<file path="src/rtl/sio_uart_pkg.sv">
package sio_uart_pkg;
  localparam int unsigned ADDR_W = 3;
  localparam logic [ADDR_W-1:0] A_RXD  = 3'd0;
  localparam logic [ADDR_W-1:0] A_TXD  = 3'd1;
  localparam logic [ADDR_W-1:0] A_STAT = 3'd2;
  localparam logic [ADDR_W-1:0] A_CTRL = 3'd3;
  localparam logic [ADDR_W-1:0] A_DIV  = 3'd4;
  localparam logic [ADDR_W-1:0] A_EOP  = 3'd5;

  localparam int unsigned ST_RRDY = 0;
  localparam int unsigned ST_TRDY = 1;
  localparam int unsigned ST_OVR  = 2;
  localparam int unsigned ST_EOP  = 3;
  localparam int unsigned ST_FE   = 4;
  localparam int unsigned ST_CTS  = 5;
  localparam int unsigned IRQ_N   = 5;
  localparam int unsigned CTRL_RTS = 8;
  localparam int unsigned CTRL_W   = 9;

  localparam int unsigned OVS   = 16;
  localparam int unsigned OVS_W = $clog2(OVS);

  typedef enum logic [1:0] {RX_IDLE, RX_START, RX_DATA, RX_STOP} rx_state_e;
endpackage

</file>
<file path="src/rtl/sio_sync.sv">
module sio_sync #(
  parameter int unsigned STAGES  = 2,
  parameter logic        RST_VAL = 1'b0
) (
  input  logic clk_i,
  input  logic rst_ni,
  input  logic d_i,
  output logic q_o
);
  logic [STAGES-1:0] sq;
  always_ff @(posedge clk_i or negedge rst_ni) begin
    if (!rst_ni) sq <= {STAGES{RST_VAL}};
    else         sq <= {sq[STAGES-2:0], d_i};
  end
  assign q_o = sq[STAGES-1];
endmodule

</file>
<file path="src/rtl/sio_baud.sv">
module sio_baud #(
  parameter int unsigned DIV_W = 16
) (
  input  logic             clk_i,
  input  logic             rst_ni,
  input  logic [DIV_W-1:0] div_i,
  output logic             tick_o
);
  logic [DIV_W-1:0] cnt_q;
  // >= keeps the counter sane when the divisor shrinks mid-count
  assign tick_o = (cnt_q >= div_i);
  always_ff @(posedge clk_i or negedge rst_ni) begin
    if (!rst_ni)     cnt_q <= '0;
    else if (tick_o) cnt_q <= '0;
    else             cnt_q <= cnt_q + 1'b1;
  end
endmodule

</file>
<file path="src/rtl/sio_rx.sv">
module sio_rx
  import sio_uart_pkg::*;
#(
  parameter int unsigned DATA_W = 8
) (
  input  logic              clk_i,
  input  logic              rst_ni,
  input  logic              tick_i,
  input  logic              rxd_i,
  output logic              done_o,
  output logic [DATA_W-1:0] data_o,
  output logic              frame_err_o
);
  localparam int unsigned BIT_W = (DATA_W > 1) ? $clog2(DATA_W) : 1;
  localparam logic [OVS_W-1:0] MID  = OVS_W'(OVS/2 - 1);
  localparam logic [OVS_W-1:0] LAST = OVS_W'(OVS - 1);

  rx_state_e         st_q;
  logic [OVS_W-1:0]  cnt_q;
  logic [BIT_W-1:0]  bit_q;
  logic [DATA_W-1:0] sh_q;

  always_ff @(posedge clk_i or negedge rst_ni) begin
    if (!rst_ni) begin
      st_q        <= RX_IDLE;
      cnt_q       <= '0;
      bit_q       <= '0;
      sh_q        <= '0;
      done_o      <= 1'b0;
      frame_err_o <= 1'b0;
    end else begin
      done_o <= 1'b0;
      unique case (st_q)
        RX_IDLE: if (!rxd_i) begin
          st_q  <= RX_START;
          cnt_q <= '0;
        end
        RX_START: if (tick_i) begin
          if (cnt_q == MID) begin
            // line must still be low at mid start bit
            st_q  <= rxd_i ? RX_IDLE : RX_DATA;
            cnt_q <= '0;
            bit_q <= '0;
          end else cnt_q <= cnt_q + 1'b1;
        end
        RX_DATA: if (tick_i) begin
          cnt_q <= cnt_q + 1'b1;
          if (cnt_q == LAST) begin
            sh_q <= {rxd_i, sh_q[DATA_W-1:1]};
            if (bit_q == BIT_W'(DATA_W - 1)) st_q <= RX_STOP;
            else                             bit_q <= bit_q + 1'b1;
          end
        end
        RX_STOP: if (tick_i) begin
          cnt_q <= cnt_q + 1'b1;
          if (cnt_q == LAST) begin
            done_o      <= 1'b1;
            frame_err_o <= !rxd_i;
            st_q        <= RX_IDLE;
          end
        end
        default: st_q <= RX_IDLE;
      endcase
    end
  end
  assign data_o = sh_q;
endmodule

</file>
<file path="src/rtl/sio_tx.sv">
module sio_tx
  import sio_uart_pkg::*;
#(
  parameter int unsigned DATA_W    = 8,
  parameter int unsigned STOP_BITS = 2
) (
  input  logic              clk_i,
  input  logic              rst_ni,
  input  logic              tick_i,
  input  logic              load_i,
  input  logic [DATA_W-1:0] data_i,
  output logic              busy_o,
  output logic              txd_o
);
  localparam int unsigned FRAME_W = 1 + DATA_W + STOP_BITS;
  localparam int unsigned LEFT_W  = $clog2(FRAME_W + 1);
  localparam logic [OVS_W-1:0] LAST = OVS_W'(OVS - 1);

  logic [FRAME_W-1:0] frame_q;
  logic [LEFT_W-1:0]  left_q;
  logic [OVS_W-1:0]   cnt_q;

  always_ff @(posedge clk_i or negedge rst_ni) begin
    if (!rst_ni) begin
      frame_q <= '1;
      left_q  <= '0;
      cnt_q   <= '0;
      busy_o  <= 1'b0;
    end else if (load_i) begin
      frame_q <= {{STOP_BITS{1'b1}}, data_i, 1'b0};
      left_q  <= LEFT_W'(FRAME_W);
      cnt_q   <= '0;
      busy_o  <= 1'b1;
    end else if (busy_o && tick_i) begin
      cnt_q <= cnt_q + 1'b1;
      if (cnt_q == LAST) begin
        frame_q <= {1'b1, frame_q[FRAME_W-1:1]};
        left_q  <= left_q - 1'b1;
        if (left_q == LEFT_W'(1)) busy_o <= 1'b0;
      end
    end
  end
  assign txd_o = busy_o ? frame_q[0] : 1'b1;
endmodule

</file>
<file path="src/rtl/sio_uart.sv">
module sio_uart
  import sio_uart_pkg::*;
#(
  parameter int unsigned DATA_W    = 8,
  parameter int unsigned STOP_BITS = 2,
  parameter int unsigned DIV_W     = 16,
  parameter int unsigned BUS_W     = 16,
  parameter logic [DIV_W-1:0] DIV_RST = 16
) (
  input  logic              clk_i,
  input  logic              rst_ni,
  input  logic              wr_i,
  input  logic              rd_i,
  input  logic [ADDR_W-1:0] addr_i,
  input  logic [BUS_W-1:0]  wdata_i,
  output logic [BUS_W-1:0]  rdata_o,
  input  logic              rxd_i,
  output logic              txd_o,
  input  logic              cts_i,
  output logic              rts_o,
  output logic              irq_o
);
  logic rxd_s, cts_s, tick;
  logic rx_done, rx_fe, tx_busy, tx_load;
  logic [DATA_W-1:0] rx_byte;

  logic [DIV_W-1:0]  div_q;
  logic [CTRL_W-1:0] ctrl_q;
  logic [DATA_W-1:0] eop_q, rx_data_q, hold_data_q;
  logic hold_q, rx_rdy_q, ovr_q, fe_q, match_q;
  logic [BUS_W-1:0] stat;

  logic rxd_rd, txd_wr, stat_wr, ctrl_wr, div_wr, eop_wr, tx_rdy, hit;

  assign rxd_rd  = rd_i && (addr_i == A_RXD);
  assign txd_wr  = wr_i && (addr_i == A_TXD);
  assign stat_wr = wr_i && (addr_i == A_STAT);
  assign ctrl_wr = wr_i && (addr_i == A_CTRL);
  assign div_wr  = wr_i && (addr_i == A_DIV);
  assign eop_wr  = wr_i && (addr_i == A_EOP);

  sio_sync #(.STAGES(2), .RST_VAL(1'b1)) u_rx_sync (
    .clk_i(clk_i), .rst_ni(rst_ni), .d_i(rxd_i), .q_o(rxd_s));
  sio_sync #(.STAGES(2), .RST_VAL(1'b0)) u_cts_sync (
    .clk_i(clk_i), .rst_ni(rst_ni), .d_i(cts_i), .q_o(cts_s));

  sio_baud #(.DIV_W(DIV_W)) u_baud (
    .clk_i(clk_i), .rst_ni(rst_ni), .div_i(div_q), .tick_o(tick));

  sio_rx #(.DATA_W(DATA_W)) u_rx (
    .clk_i(clk_i), .rst_ni(rst_ni), .tick_i(tick), .rxd_i(rxd_s),
    .done_o(rx_done), .data_o(rx_byte), .frame_err_o(rx_fe));

  assign tx_rdy  = !hold_q;
  assign tx_load = hold_q && !tx_busy;

  sio_tx #(.DATA_W(DATA_W), .STOP_BITS(STOP_BITS)) u_tx (
    .clk_i(clk_i), .rst_ni(rst_ni), .tick_i(tick), .load_i(tx_load),
    .data_i(hold_data_q), .busy_o(tx_busy), .txd_o(txd_o));

  assign hit = (rx_done && (rx_byte == eop_q)) || (tx_load && (hold_data_q == eop_q));

  always_ff @(posedge clk_i or negedge rst_ni) begin
    if (!rst_ni) begin
      div_q       <= DIV_RST;
      ctrl_q      <= '0;
      eop_q       <= '0;
      rx_data_q   <= '0;
      hold_data_q <= '0;
      hold_q      <= 1'b0;
      rx_rdy_q    <= 1'b0;
      ovr_q       <= 1'b0;
      fe_q        <= 1'b0;
      match_q     <= 1'b0;
    end else begin
      if (div_wr)  div_q  <= wdata_i[DIV_W-1:0];
      if (ctrl_wr) ctrl_q <= wdata_i[CTRL_W-1:0];
      if (eop_wr)  eop_q  <= wdata_i[DATA_W-1:0];

      if (txd_wr && !hold_q) begin
        hold_q      <= 1'b1;
        hold_data_q <= wdata_i[DATA_W-1:0];
      end else if (tx_load) begin
        hold_q <= 1'b0;
      end

      if (rx_done) begin
        rx_data_q <= rx_byte;
        rx_rdy_q  <= 1'b1;
      end else if (rxd_rd) begin
        rx_rdy_q <= 1'b0;
      end

      // set beats clear when both happen in one cycle
      if (rx_done && rx_rdy_q)  ovr_q   <= 1'b1;
      else if (stat_wr)         ovr_q   <= 1'b0;
      if (rx_done && rx_fe)     fe_q    <= 1'b1;
      else if (stat_wr)         fe_q    <= 1'b0;
      if (hit)                  match_q <= 1'b1;
      else if (stat_wr)         match_q <= 1'b0;
    end
  end

  always_comb begin
    stat          = '0;
    stat[ST_RRDY] = rx_rdy_q;
    stat[ST_TRDY] = tx_rdy;
    stat[ST_OVR]  = ovr_q;
    stat[ST_EOP]  = match_q;
    stat[ST_FE]   = fe_q;
    stat[ST_CTS]  = cts_s;
  end

  assign irq_o = |(stat[IRQ_N-1:0] & ctrl_q[IRQ_N-1:0]);
  assign rts_o = ctrl_q[CTRL_RTS];

  always_comb begin
    rdata_o = '0;
    unique case (addr_i)
      A_RXD:   rdata_o[DATA_W-1:0] = rx_data_q;
      A_STAT:  rdata_o = stat;
      A_CTRL:  rdata_o[CTRL_W-1:0] = ctrl_q;
      A_DIV:   rdata_o[DIV_W-1:0]  = div_q;
      A_EOP:   rdata_o[DATA_W-1:0] = eop_q;
      default: rdata_o = '0;
    endcase
  end
endmodule

</file>
<file path="config.mk">
export PLATFORM = sky130hd
export DESIGN_NAME = sio_uart
export DESIGN_NICKNAME = d
export VERILOG_FILES = /design/src/rtl/sio_uart_pkg.sv /design/src/rtl/sio_sync.sv /design/src/rtl/sio_baud.sv /design/src/rtl/sio_rx.sv /design/src/rtl/sio_tx.sv /design/src/rtl/sio_uart.sv
export SDC_FILE = /design/constraint.sdc
export NUM_CORES = 1
export LEC_CHECK = 0
export BUFFER_PORTS_ARGS = -buffer_cell sky130_fd_sc_hd__clkbuf_2
export CAP_MARGIN = 20
export CORE_ASPECT_RATIO = 0.6
export CORE_MARGIN = 2
export CORE_UTILIZATION = 43
export CTS_CLUSTER_SIZE = 24
export DETAILED_ROUTE_END_ITERATION = 8
export GPL_TIMING_DRIVEN = 1
export PLACE_DENSITY_LB_ADDON = 0.1
export SLEW_MARGIN = 10
export SYNTH_ARGS = -nofsm -noshare
export SYNTH_HDL_FRONTEND = slang
export SYNTH_SLANG_ARGS = --single-unit
</file>
<file path="constraint.sdc">
create_clock -name clk_i -period 3.5 [get_ports clk_i]
set_clock_uncertainty 0.2 [all_clocks]
set_input_delay 0.7 -clock clk_i [delete_from_list [all_inputs] [get_ports clk_i]]
set_output_delay 0.7 -clock clk_i [all_outputs]
set_load 0.05 [all_outputs]
</file>
== After elaboration in Yosys (flattened, before gate mapping) ==
Index checks and enable logic that the tools add are counted.

* Memories: 0
* Memory bits (read-only): 0
* Bits in latches: 0
* Memory bits (writable): 0
* Register bits: 113
* Output and inout port bits: 19
* Logic and storage cells: 141
* Bits of input ports: 25

* Reduce and logical (&&, ||, !) cells: 37
* $lt $le $gt $ge: 1
* Muxes and demuxes: 49
* Equal/unequal tests: 25
* Divide/modulo/power cells: 0
* Multiply operators: 0
* Shift-type cells: 0
* Bitwise logic cells: 1
* $add $sub $neg: 5

{| class="wikitable"
|+ Operators by type and width
! operator !! count
|-
| 8-bit one-hot mux with 5 select lines || 1
|-
| 4-bit 2-to-1 mux || 9
|-
| 11-bit 2-to-1 mux || 3
|-
| 2-bit 2-to-1 mux || 9
|-
| 2-bit nonzero test || 9
|-
| 16-bit by 1-bit adder with 16-bit output (second input constant) || 1
|-
| 8-bit equality test || 2
|-
| 16-bit greater-or-equal comparator || 1
|-
| 1-bit 2-to-1 mux || 16
|-
| 16-bit 2-to-1 mux || 1
|-
| 2-bit by 1-bit inequality test with 1-bit output (second input constant) || 8
|-
| 3-bit 2-to-1 mux || 5
|-
| 1-bit logical AND || 13
|-
| 4-bit one-hot mux with 3 select lines || 1
|-
| 3-bit AND reduction || 4
|-
| 3-bit equality test (second input constant) || 3
|-
| 4-bit by 1-bit adder with 4-bit output (second input constant) || 2
|-
| 4-bit equality test (second input constant) || 2
|-
| 2-bit one-hot mux with 4 select lines || 1
|-
| 8-bit AND reduction || 1
|-
| 7-bit 2-to-1 mux || 1
|-
| 3-bit by 2-bit equality test with 1-bit output (second input constant) || 2
|-
| 3-bit one-hot mux with 2 select lines || 1
|-
| 6-bit AND reduction || 1
|-
| other kinds (17) || 21
|}

== Logic depth before layout (Yosys ltp) ==
Gate-level depths: netlist (run 1).

* Depth in word-level cells: 5
* Gate-level depth with buffers: 9
* Mapped depth without buffers: 8

== Modules after synthesis ==
A second synthesis (run 1) with hierarchy kept.

* Cell total of the unflattened synthesis: 507
* Area total of the unflattened synthesis: 5868.1 um2

{| class="wikitable"
|+ By module, submodules not included
! module !! sequential area each (um2) !! instances !! cells an instance !! area an instance (um2)
|-
| sio_uart || 1352.5 || 1 || 200 || 2701.3
|-
| sio_baud || 400.4 || 1 || 125 || 1107.3
|-
| sio_rx || 475.5 || 1 || 80 || 1004.7
|-
| sio_tx || 461.7 || 1 || 98 || 952.2
|-
| sio_sync at u_rx_sync || 52.6 || 1 || 2 || 52.6
|-
| sio_sync at u_cts_sync || 50.0 || 1 || 2 || 50.0
|}

== Worst setup path before layout (run 1) ==
Ideal clock, no wire load.

* Path type: input-to-output
* Start point: input port addr_i[0]
* End point: output port rdata_o[6]
* Stages: 5
* Required time: 2600 ps
* Data arrival time: 2380 ps
* Buffers on the path: 1
* Setup slack: 220 ps
* Cells stage by stage: buf_1 > nand2_1 > o21ai_0 > a22oi_1 > o21ai_0

* Cells in the longest elaborated chain, start to end: 2
* Elaborated cells on any way between the ends: 6
* Classes of those cells: eq/ne (4); mux (1); reduce/logical (1)

{| class="wikitable"
|+ Ends and longest elaborated chain
! element !! line !! text
|-
| start, declared || sio_uart.sv:14 || <nowiki>input logic [ADDR_W-1:0] addr_i,</nowiki>
|-
| 3-bit equality test, or another cell as far along || sio_uart.sv:119 || <nowiki>unique case (addr_i)</nowiki>
|-
| 8-bit one-hot mux with 5 select lines * || sio_uart.sv:119 ||
|-
| end, declared || sio_uart.sv:16 || <nowiki>output logic [BUS_W-1:0] rdata_o,</nowiki>
|}

Every way passes the cells marked *; elsewhere a longest branch is shown, timed or not.

== Worst setup path after layout (run 1) ==
* Start point: input port addr_i[0]
* End point: output port rdata_o[15]

* Cells in the longest elaborated chain, start to end: 2

{| class="wikitable"
|+ Ends and longest elaborated chain
! element !! line
|-
| 3-bit equality test || sio_uart.sv:119
|-
| 7-bit 2-to-1 mux || sio_uart.sv:119
|}

No other way between the ends.

==> impl_metrics.toml, run 1 <==
[power_and_ir_drop]
comb_power_share_pct = 21.4
power_density_mw_per_mm2 = 562
power_frac_clock_pct = 30.1
netSwitchingFraction_pct = 32.1
p_int_mw = 2.45
seqPwrFrac_pct = 48.5
ir_drop_v = 0.000304
finalPower_mw = 3.61
switchingPower_mw = 1.16
p_leak_nw = 3.02

[grt]
grt_use_met2_pct = 27.3
grt_antenna_before_repair = 0
track_usage_pct = 20.8
gr-total-overflow = 0
grt_pass1_vias = 4109
top_usage_layer = "met1"
grt_pass1_wl_um = 22900
grt_start_max_net_pins = 54
use_met3_pct = 6.39
grt_use_met1_pct = 33.2

[cts]
insertion_delay_ns = 0.35
cts.sinks = 111
cts_hold_buf = 0
htree_levels = 3
root_buffer = "clkbuf_16"
post_cts_buffers = 0
clockBufferDepth = 2
cts_tree = "built"
cts_resized = 0
cts_made_buffers = 9
clk_pin_slew_ns = 0.08

[die]
rows = 32
initial_core_util_pct = 44.2
core-area_mm2 = 0.0129
die_x_um = 152
pin_count = 44
fp.dieH_um = 93.0
die_area_mm2 = 0.0142

[cells_and_area]
diodes = 0
area_growth_pct = 13.1
drive_gt1_share_pct = 22.4
postLayoutCellArea_mm2 = 0.00643
fillers = 1167
nets = 614

[logic_synthesis]
syn_nets = 571
yosysWarnings = 0
ys_seq_elements = 111
synthArstFlopShare_pct = 100
synth.yosys.seq_area_share_pct = 49.2
synth_top_area_share_pct = 43.6
synth_cell_types = 63
syn_area_mm2 = 0.00568
synth_area_per_cell_um2 = 10.9
synth_flop_cell = "dfrtp_1"
synth_cells = 523
synth_edf_count = 0
synthTopCellsByArea = "dfrtp_1 44%, mux2_2 7.5%, dfstp_2 5.6%"
yosysTopAreaCell = "dfrtp_1"

[setup_path]
reg2reg_from = "u_baud.cnt_q[6]"
cp_slowest_stage_delay_ns = 0.55
crit_arrival_ns = 2.24
crit_required_ns = 2.60
crit_chain = "clkbuf_2 -> nor2_1 -> buf_4 -> and3_1 -> clkbuf_2"
crit_top_cell = "clkbuf_2"
crit_fanout = 14
crit_type = "input pin to output pin"
setup.worst_path.start_class = "input pin"
critPathBufInv = 3
cp_slowest_cell = "nor2_1"
cp-startpoint = "addr_i[0]"
critPathCaptureType = "output pin"
path_delay_family = "buffers and inverters"

[sta]
timing.final.crit_share_pct = 89.8
max_slew_margin_pct = 54.6
fmax_mhz = 318
post-route-min-period_ns = 3.14
final_hold_viol_count = 0
worst_pin_slew_ns = 0.681
setup_viol = 0
setup-tns-final_ns = 0
grt_setup_unrepaired = "false"
finalMaxSlewViolations = 0

[hold_path]
hp-class = "flip-flop to flip-flop"
hp-start = "u_cts_sync.sq[0]"

[run_status]
status = "completed"

[routing]
routed_wl_um = 13700
vias = 4116
routedWlPerCell_um = 18.5
drtPass1Iterations = 5
ant_nets = 0
drc_errors = 0
drt_iter0_drc = 294
vias_per_cell = 5.55

[place]
portBuffers = 43
postPlaceCellArea_mm2 = 0.00611
gp_congestion = 0.937
dpl.hpwl_um = 10200

[flow_run]
drv_cap = 0
## cell usage in the layout (no fill, tap or decap), types with 7 or more instances in the layout
| cell type | synthesis | routed |
|---|---|---|
| a22oi_1 | 10 | 10 |
| a21oi_1 | 8 | 8 |
| mux2_2 | 38 | 38 |
| inv_1 | 27 | 27 |
| xor2_1 | 14 | 14 |
| clkbuf_16 | 0 | 9 |
| nand3_1 | 13 | 13 |
| dfstp_2 | 12 | 12 |
| o21ai_0 | 29 | 29 |
| clkbuf_2 | 0 | 42 |
| nor2_1 | 24 | 24 |
| ha_1 | 23 | 23 |
| buf_4 | 0 | 11 |
| o221ai_1 | 7 | 7 |
| a221o_1 | 7 | 7 |
| xnor2_1 | 15 | 15 |
| dfrtp_1 | 99 | 99 |
| and3_1 | 17 | 17 |
| mux2i_1 | 20 | 20 |
| nand2_1 | 55 | 55 |
## cell families (layout without fill, tap and decap cells)
logic type      count (synthesis)  after routing  share of synthesized area, %
compound gates                103            103                          13.2
xor+xnor                       29             29                          4.47
fa+ha+maj                      23             23                          5.07
buf+inv                        50             98                          3.48
flops                         111            111                          49.2
mux                            63             63                          12.0
simple gates                  144            144                          12.6
## final cells by class
type	count	area (um2)	area share (%)
inverter	28	105	1.64
timing repair buffer	54	313	4.87
sequential	111	2790	43.5
tap	170	213	3.31
clock inverter	7	87.6	1.36
clock buffer	9	225	3.50
multi-input combinational	362	2690	41.9
## worst paths after layout
path                                    endpoint  slack [ns]  cells after the start
min in group asynchronous              ctrl_q[8]        0.18                      1
worst min register to register  u_cts_sync.sq[1]        0.15                      0
worst max register to register    u_rx.data_o[0]        0.58                      7
max in group asynchronous        u_tx.frame_q[5]        2.08                      2
worst max-delay path                 rdata_o[15]        0.36                      5
worst min-delay path            u_cts_sync.sq[1]        0.15                      0
## through the flow
| step | hold WS, ns | cells | worst slack, ns | util, % |
|---|---|---|---|---|
| floorplan | 0.131 | 523 | 0.220 | - |
| detailed placement | 0.139 | 725 | 0.394 | 47.6 |
| CTS | 0.159 | 741 | 0.387 | 50.0 |
| finish | 0.154 | 741 | 0.357 | 50.0 |
| global placement | 0.136 | 725 | 0.466 | 47.6 |
| global route | 0.163 | 741 | 0.271 | 50.0 |
## flip-flops by register name, summed over array words and instances (netlist names), 8 cells and up, named ones only
name,cells
ctrl_q,9
div_q,16
eop_q,8
hold_data_q,8
rx_data_q,8
u_baud.cnt_q,16
u_rx.data_o,8
u_tx.frame_q,9
## Yosys cell counts (4+ instances only)
cell type,number
clkbuf_1,16
dfrtp_1,99
o22ai_1,4
xnor2_1,15
a21oi_1,8
o221ai_1,7
nand2_1,55
nand2b_1,5
xor2_1,14
mux2_1,5
ha_1,23
a22oi_1,10
mux2i_1,20
o21ai_0,29
mux2_2,38
a31oi_1,6
and3_1,17
nor2_1,24
and2_1,6
nor2b_1,4
nand3_1,13
inv_1,27
dfstp_2,12
a221o_1,7
## routing by layer
layer	part of all wire, %	vias up
met3	6.7	7
li1	-	1961
met2	38	117
met4	0.57	0
met1	55	2031
met5	0	-
## power groups by stage
stage | logic [mW] | clock network, mW | registers (mW)
floorplan | 0.596 | 0 | 1.69
global placement | 0.755 | 0 | 1.77
detailed placement | 0.773 | 0 | 1.77
CTS | 0.780 | 1.12 | 1.75
global route | 0.874 | 1.17 | 1.79
finish | 0.773 | 1.09 | 1.75
Power figures use the tool's default switching activity.
==> run 2: changes to the inputs <==
==> constraint.sdc (replaced) <==
create_clock -name clk_i -period 3.25 [get_ports clk_i]
set_clock_uncertainty 0.2 [all_clocks]
set_input_delay 0.65 -clock clk_i [delete_from_list [all_inputs] [get_ports clk_i]]
set_output_delay 0.65 -clock clk_i [all_outputs]
set_load 0.05 [all_outputs]
==> impl_metrics.toml, run 2 (synthesized netlist as in run 1, its figures left out) <==
[sta]
timing.final.crit_share_pct = 87.4
finalMaxSlewViolations = 0
max_slew_margin_pct = 53.7
timing.final.ws_setup_ns = 0.411
worst_pin_slew_ns = 0.694
setup-tns-final_ns = 0
fmax_mhz = 352
setup_viol = 0
post-route-min-period_ns = 2.84
final_hold_viol_count = 0
grt_setup_unrepaired = "false"

[cts]
insertion_delay_ns = 0.34
clockBufferDepth = 2
cts.sinks = 111
cts_hold_buf = 0
post_cts_buffers = 0
cts_resized = 0
cts_made_buffers = 9
cts_tree = "built"
root_buffer = "clkbuf_16"
htree_levels = 3
clk_pin_slew_ns = 0.07

[die]
initial_core_util_pct = 44.2
die_area_mm2 = 0.0142
core-area_mm2 = 0.0129
die_x_um = 152
fp.dieH_um = 93.0
pin_count = 44
rows = 32

[cells_and_area]
reg_top3 = "div_q x16, u_baud.cnt_q x16"
nets = 618
postLayoutCellArea_mm2 = 0.00643
final_util_pct = 50.1
diodes = 0
final_cell_mix = "99 x dfrtp_1, 55 x nand2_1, 42 x clkbuf_2"
drive_gt1_share_pct = 22.6
area_growth_pct = 13.3
fillers = 1162
final_common_cell = "dfrtp_1"

[setup_path]
setup.worst_path.start_class = "input pin"
crit_arrival_ns = 1.99
critPathCaptureType = "output pin"
crit_fanout = 10
crit_type = "input pin to output pin"
crit_required_ns = 2.40

[power_and_ir_drop]
power_density_mw_per_mm2 = 599
p_leak_nw = 3.02
ir_drop_v = 0.000271
finalPower_mw = 3.86

[routing]
routedWlPerCell_um = 18.6
drtPass1Iterations = 5
drc_errors = 0
drt_iter0_drc = 273
routed_wl_um = 13800
vias_per_cell = 5.63
vias = 4195
ant_nets = 0

[flow_run]
drv_cap = 0

[place]
portBuffers = 43
dp_slack_ns = 0.424
dpl.hpwl_um = 10100
postPlaceCellArea_mm2 = 0.00614
gp_congestion = 0.874

[grt]
grt_pass1_wl_um = 23000
grt_start_max_net_pins = 52
track_usage_pct = 20.8
gr-total-overflow = 0
grt_pass1_vias = 4257
grt_antenna_before_repair = 0

[hold_path]
hp-class = "input pin to asynchronous set/reset pin"

[run_status]
status = "completed"
[run 2: cell types whose count changed in the layout (fill, tap and decap cells not counted), sizes merged]
cell / change
buf: +4
inv: -4
clkbuf: +2
clkinvlp: +2
[run 2: layout make-up]
| class | instances | area, um2 | share of cell area (%) |
|---|---|---|---|
| Multi-Input combinational cell | 362 | 2690 | 41.8 |
| Clock buffer | 11 | 233 | 3.62 |
| Inverter | 28 | 105 | 1.63 |
| Sequential cell | 111 | 2790 | 43.4 |
| Timing Repair Buffer | 58 | 343 | 5.33 |
| Clock inverter | 5 | 58.8 | 0.914 |
| Tap cell | 170 | 213 | 3.31 |
[run 2: critical path, stage by stage]
cell and delay [ns]:
clkbuf_2 0.14, nor2_1 0.48, buf_4 0.27, and3_1 0.18, clkbuf_2 0.28
[run 2: final timing paths]
check,start,cells past startpoint,end,slack [ns]
hold reg to reg,u_rx_sync.sq[0],0,u_rx_sync.sq[1],0.16
max in group asynchronous,rst_ni,2,u_tx.frame_q[3],1.96
setup / recovery,addr_i[1],5,rdata_o[15],0.41
min in group clk_i,u_rx_sync.sq[0],0,u_rx_sync.sq[1],0.16
setup reg to reg,u_baud.cnt_q[9],8,u_tx.frame_q[2],0.49
hold / removal,rst_ni,1,u_cts_sync.sq[0],0.14
[run 2: report_power, final]
part	leakage, nW	internal (mW)	total [mW]	switching (mW)
combinational	1.50	0.389	0.850	0.461
clock	0.136	0.600	1.11	0.511
sequential	1.38	1.64	1.90	0.258
[run 2: metrics by stage]
step | hold slack (ns) | instances
CTS | 0.158 | 745
floorplan | 0.131 | 523
global route | 0.166 | 745
global placement | 0.133 | 729
detailed placement | 0.140 | 729
finish | 0.143 | 745
[run 2: per-layer routing]
metal | global-route usage [%] | up-vias | routed length [um]
li1 | - | 1970 | -
met1 | 33.1 | 2088 | 7540
met2 | 28.5 | 125 | 5350
met3 | 4.77 | 12 | 860
met4 | 4.28 | 0 | 89
met5 | 0 | - | 0
